--- src/rtl/crit_out_hold.sv ---
module crit_out_hold #(
  parameter int WIDTH = 8
) (
  input  logic             clk,
  input  logic             rst_n,
  input  logic [WIDTH-1:0] ctl_out_i,
  input  logic             ctl_ready_i,
  input  logic             hitless_i,
  input  logic [WIDTH-1:0] retained_i,
  output logic [WIDTH-1:0] pad_o,
  output logic             holding_o
);

  logic             freeze;
  logic [WIDTH-1:0] pad_q;
  logic             hold_q;

  assign freeze = hitless_i & ~ctl_ready_i;

  for (genvar b = 0; b < WIDTH; b++) begin : g_bit
    always_ff @(posedge clk) begin
      if (!rst_n)
        pad_q[b] <= retained_i[b];
      else if (!freeze)
        pad_q[b] <= ctl_out_i[b];
    end
  end

  always_ff @(posedge clk) begin
    if (!rst_n) hold_q <= 1'b0;
    else        hold_q <= freeze;
  end

  assign pad_o     = pad_q;
  assign holding_o = hold_q;

  p_reset_load_r1: assert property (@(posedge clk)
    !rst_n |=> (pad_o == $past(retained_i)) && !holding_o);

  p_hold_stable_r2: assert property (@(posedge clk) disable iff (!rst_n)
    (hitless_i && !ctl_ready_i) |=> $stable(pad_o));

  p_cold_pass_r3: assert property (@(posedge clk) disable iff (!rst_n)
    !hitless_i |=> pad_o == $past(ctl_out_i));

  p_ready_pass_r4: assert property (@(posedge clk) disable iff (!rst_n)
    ctl_ready_i |=> pad_o == $past(ctl_out_i));

  p_refreeze_r5: assert property (@(posedge clk) disable iff (!rst_n)
    (hitless_i && $fell(ctl_ready_i)) |=> $stable(pad_o));

  p_status_r6: assert property (@(posedge clk) disable iff (!rst_n)
    1'b1 |=> holding_o == $past(hitless_i && !ctl_ready_i));

endmodule

--- config.mk ---
export PLATFORM = sky130hd
export DESIGN_NAME = crit_out_hold
export DESIGN_NICKNAME = d
export VERILOG_FILES = /design/src/rtl/crit_out_hold.sv
export SDC_FILE = /design/constraint.sdc
export NUM_CORES = 1
export LEC_CHECK = 0
export ABC_AREA = 1
export ABC_CLOCK_PERIOD_IN_PS = 1900
export BUFFER_PORTS_ARGS = -buffer_cell sky130_fd_sc_hd__buf_4
export CAP_MARGIN = 15
export CORE_AREA = 2 2 39 41
export CTS_CLUSTER_SIZE = 28
export DETAILED_ROUTE_END_ITERATION = 8
export DIE_AREA = 0 0 41 43
export PLACE_DENSITY = 0.72
export SYNTH_ARGS = -nofsm -noshare
export SYNTH_HDL_FRONTEND = slang
export SYNTH_SLANG_ARGS = --single-unit
--- constraint.sdc ---
create_clock -name clk -period 1.9 [get_ports clk]
set_input_delay 0.19 -clock clk [delete_from_list [all_inputs] [get_ports clk]]
set_output_delay 0.19 -clock clk [all_outputs]
set_load 0.01 [all_outputs]
* After elaboration in Yosys (flattened, before gate mapping)
Index checks and enable logic that the tools add are counted.
** Operators by class
- Equal/unequal tests :: 1
- Bitwise gates (word level) :: 2
- Multiplexer cells :: 16
** Operator list (number)
- 1-bit two-way mux :: 16
- 2-bit != test (second input constant) :: 1
- 1-bit AND :: 1
- 1-bit inverter :: 1
** Word-level totals
- Bits of input ports :: 20
- Bits in registers :: 9
- Word-level logic and storage cells :: 28

* Logic depth before layout (Yosys ltp)
- Depth after elaboration :: 4
- Mapped depth :: 3

* Worst setup path after synthesis
Ideal clock, no wire load.
- Kind :: input to register
- From :: input rst_n
- To :: register pad_q[0], in the netlist pad_o[0] (enable)
- Stages :: 2
- Required time :: 1563 ps
- Setup slack :: 1019 ps
- Library setup time :: 337 ps
- Arrival :: 545 ps
- Path through :: buf_6 -> nand3_1
** On the way
- Longest elaborated chain between the ends :: 1
** Ends and longest elaborated chain
- from (decl) :: RTL line 5 : input logic rst_n,
- 2-bit != test (no source line)
- to (signal, indexed assignment) :: RTL line 23 : pad_q[b] <= retained_i[b];
- to (signal, indexed assignment) :: RTL line 25 : pad_q[b] <= ctl_out_i[b];
- to (decl) :: RTL line 15 : logic [WIDTH-1:0] pad_q;
No other way between the ends.
A chain may end at the register's enable or synchronous reset.

* Final worst setup path
- From :: register pad_q[5], in the netlist pad_o[5]
- To :: output pad_o[5]
** RTL lines
- to (decl) :: RTL line 10 : output logic [WIDTH-1:0] pad_o,
No word-level cell between the ends.

==> results.sh <==
export IMPL_tritoncts_num_buffers=3
export IMPL_fillCellCount=147
export IMPL_vias=363
export IMPL_ys_async_sr_fraction=0
export IMPL_antenna_found_initial=0
export IMPL_layout_worst_path_cycle_share=0.525
export IMPL_synth_ff_type="edfxtp_1"
export IMPL_cap_viol_max_count=0
export IMPL_drt_drc_violations_left=0
export IMPL_clk_pin_slew_ns=0.06
export IMPL_timing_critical_path_cells="buf_4"
export IMPL_grt_start_max_net_pins=12
export IMPL_arrival_ns=0.81
export IMPL_start_util=0.279
export IMPL_cts_resized=0
export IMPL_rows=14
export IMPL_firstDrtPassIters=4
export IMPL_hold_path_cell_count=2
export IMPL_worst_hold_startpoint="ctl_ready_i"
export IMPL_combinationalPowerShare=0.192
export IMPL_switching_share=0.231
export IMPL_drtIter0Drc=10
export IMPL_final_hold_worst_slack_ns=0.0851
export IMPL_wirelength_um=905
export IMPL_multiInputGateArea_sq_um=108
export IMPL_maxSlewViolCount=0
export IMPL_netlist_area_sq_um=387
export IMPL_synth_xor_area_share=0
export IMPL_maxClockFrequency_mhz=1000
export IMPL_h_tree_levels=1
export IMPL_die_boundary_height_um=43
export IMPL_post_drt_wl_per_cell_um=10.5
export IMPL_tritoncts="done"
export IMPL_synth_top_family_by_area="simple AND/OR/NAND/NOR gates"
export IMPL_post_synthesis_instance_total=39
export IMPL_net_load_switching_power_w=0.000112
export IMPL_fin_cells=86
export IMPL_globalplace_congestion=0.640
export IMPL_synth_top_cells_by_count="nand2_1 (24), edfxtp_1 (8), inv_1 (2)"
export IMPL_postRouteAntennaNets=0
export IMPL_synth_top_cell_by_area="edfxtp_1"
export IMPL_post_cts_setup_buffer_count=0
export IMPL_fin_setup_tns_ns=0
export IMPL_critPathKind="register to output pin"
export IMPL_clkPwrFrac=0.307
export IMPL_power_leakage_nw=0.330
export IMPL_sequentialPowerShare=0.502
export IMPL_grt_first_pass_wirelength_um=1250
export IMPL_buffer_ports_inserted=28
export IMPL_buf_inv_stages_crit_path=1
export IMPL_crit_path_top_delay_cell="edfxtp_1"
export IMPL_crit_fanout=1
export IMPL_cp_startpoint="pad_o[5]"
export IMPL_die_width_um=41
export IMPL_worst_ep_required_time_ns=1.71
export IMPL_yosys_area_top_type_share=0.621
export IMPL_regArea_sq_um=260
export IMPL_clock_tree_root_cell="clkbuf_4"
export IMPL_synth_compound_gate_area_share=0
export IMPL_synth_simple_gate_area_frac=0.278
export IMPL_power_density_cell_area_nw_per_um2=767
export IMPL_dieArea_sq_um=1760
export IMPL_min_period_ns=0.998
export IMPL_design_final_nets=91
export IMPL_timing_final_setup_violations=0
export IMPL_clock_sinks=9
export IMPL_mux_cell_area_share_after_synthesis=0
export IMPL_clockBufferDepth=2
export IMPL_synth_most_common_cell="nand2_1"
export IMPL_synth_net_count=59
export IMPL_synth_edf_count=8
export IMPL_timing_hold_worst_class="input pin to register"
export IMPL_critical_path_top_delay_family="flip-flops"
export IMPL_worst_hold_path_endpoint="holding_o"
export IMPL_synth_lib_cells_used_distinct=8
export IMPL_grt_overflow_total=0
export IMPL_syn_area_per_cell_sq_um=9.91
export IMPL_dp_cells=82
export IMPL_timing_final_hold_violations=0
export IMPL_postSynthRegisterBits=9
export IMPL_synthAdderAreaFrac=0
export IMPL_vdd_ir_drop_max_v=0.000356
export IMPL_maxSlewHeadroom=0.741
export IMPL_antenna_cells_inserted=0
export IMPL_timing_critical_path_from_type="register"
export IMPL_drive_gt1_frac=0.471
export IMPL_placeableCoreArea_sq_um=1380
export IMPL_areaGrowthSynthToFinish_pct=63.4
export IMPL_yosysWarnings=0
export IMPL_cellInternalPower_w=0.000372
export IMPL_holdBufCountCts=0
export IMPL_rsz0062_at_grt="no"
export IMPL_ioPinCount=29
export IMPL_post_route_util=0.457
export IMPL_synth_top_cells_by_area="edfxtp_1 (62%), nand2_1 (23%), dfxtp_1 (5.2%)"
export IMPL_grt_util_all_layers=0.111
export IMPL_seq_area_frac_synth=0.673
export IMPL_worstMarginPinSlew_ns=0.388
export IMPL_critPathMaxStageDelay_ns=0.39
export IMPL_timing_critical_path_to_type="output pin"
export IMPL_avgViaCountPerCell=4.22
export IMPL_result_of_the_run="finished, final reports clean"
export IMPL_number_of_global_route_vias_before_repair=312
-- cells by family after synthesis --
group	Yosys count
buffers and inverters	3
DFF	9
and+or+nand+nor	27
-- routing by layer --
layer	track usage	part of all wire	vias to the layer above
met2	0.172	0.50	23
met5	0	0	-
li1	-	-	186
met1	0.121	0.35	152
met4	0.0800	0.021	0
met3	0.0314	0.12	2
-- registers in the layout, summed over array words and instances (netlist names) --
signal	count
holding_o	1
pad_o	8
-- through the flow --
step / total power (W) / cell area (sq um) / setup WS (ns)
2_1_floorplan: 0.000279 / 387 / 1.02
3_3_place_gp: 0.000338 / 606 / 0.911
3_5_place_dp: 0.000342 / 606 / 0.873
4_1_cts: 0.000492 / 632 / 0.878
5_1_grt: 0.000506 / 632 / 0.879
6_report: 0.000485 / 632 / 0.902
-- final cells by class --
type / instances / area share
Clock buffer: 4 / 0.0416
Inverter: 2 / 0.0119
Multi-Input combinational cell: 27 / 0.170
Sequential cell: 9 / 0.412
Tap cell: 16 / 0.0317
Timing Repair Buffer: 28 / 0.333
-- placed cells by master, fill, tap and decap left out --
cell type  netlist  layout
buf_4            0      28
nand2_1         24      24
edfxtp_1         8       8
clkbuf_4         0       3
inv_1            2       2
nand2_2          1       1
nor2_2           1       1
nand3_1          1       1
clkbuf_1         0       1
dfxtp_1          1       1
-- worst max path at each step --
| stage | end | slack [ns] | cells after the start |
|---|---|---|---|
| floorplan | pad_o[0] | 1.02 | 2 |
| global placement | pad_o[2] | 0.91 | 2 |
| detailed placement | pad_o[2] | 0.87 | 2 |
| CTS | pad_o[5] | 0.88 | 1 |
| global route | pad_o[5] | 0.88 | 1 |
| finish | pad_o[5] | 0.90 | 1 |
-- power groups by stage --
| stage | clock network, W | registers (W) | logic (W) |
|---|---|---|---|
| after floorplan | 0 | 0.000258 | 0.0000211 |
| after global placement | 0 | 0.000247 | 0.0000912 |
| after detailed placement | 0 | 0.000248 | 0.0000939 |
| after CTS | 0.000154 | 0.000244 | 0.0000941 |
| after global routing | 0.000159 | 0.000245 | 0.000102 |
| final | 0.000149 | 0.000243 | 0.0000929 |
Power figures use the tool's default switching activity.
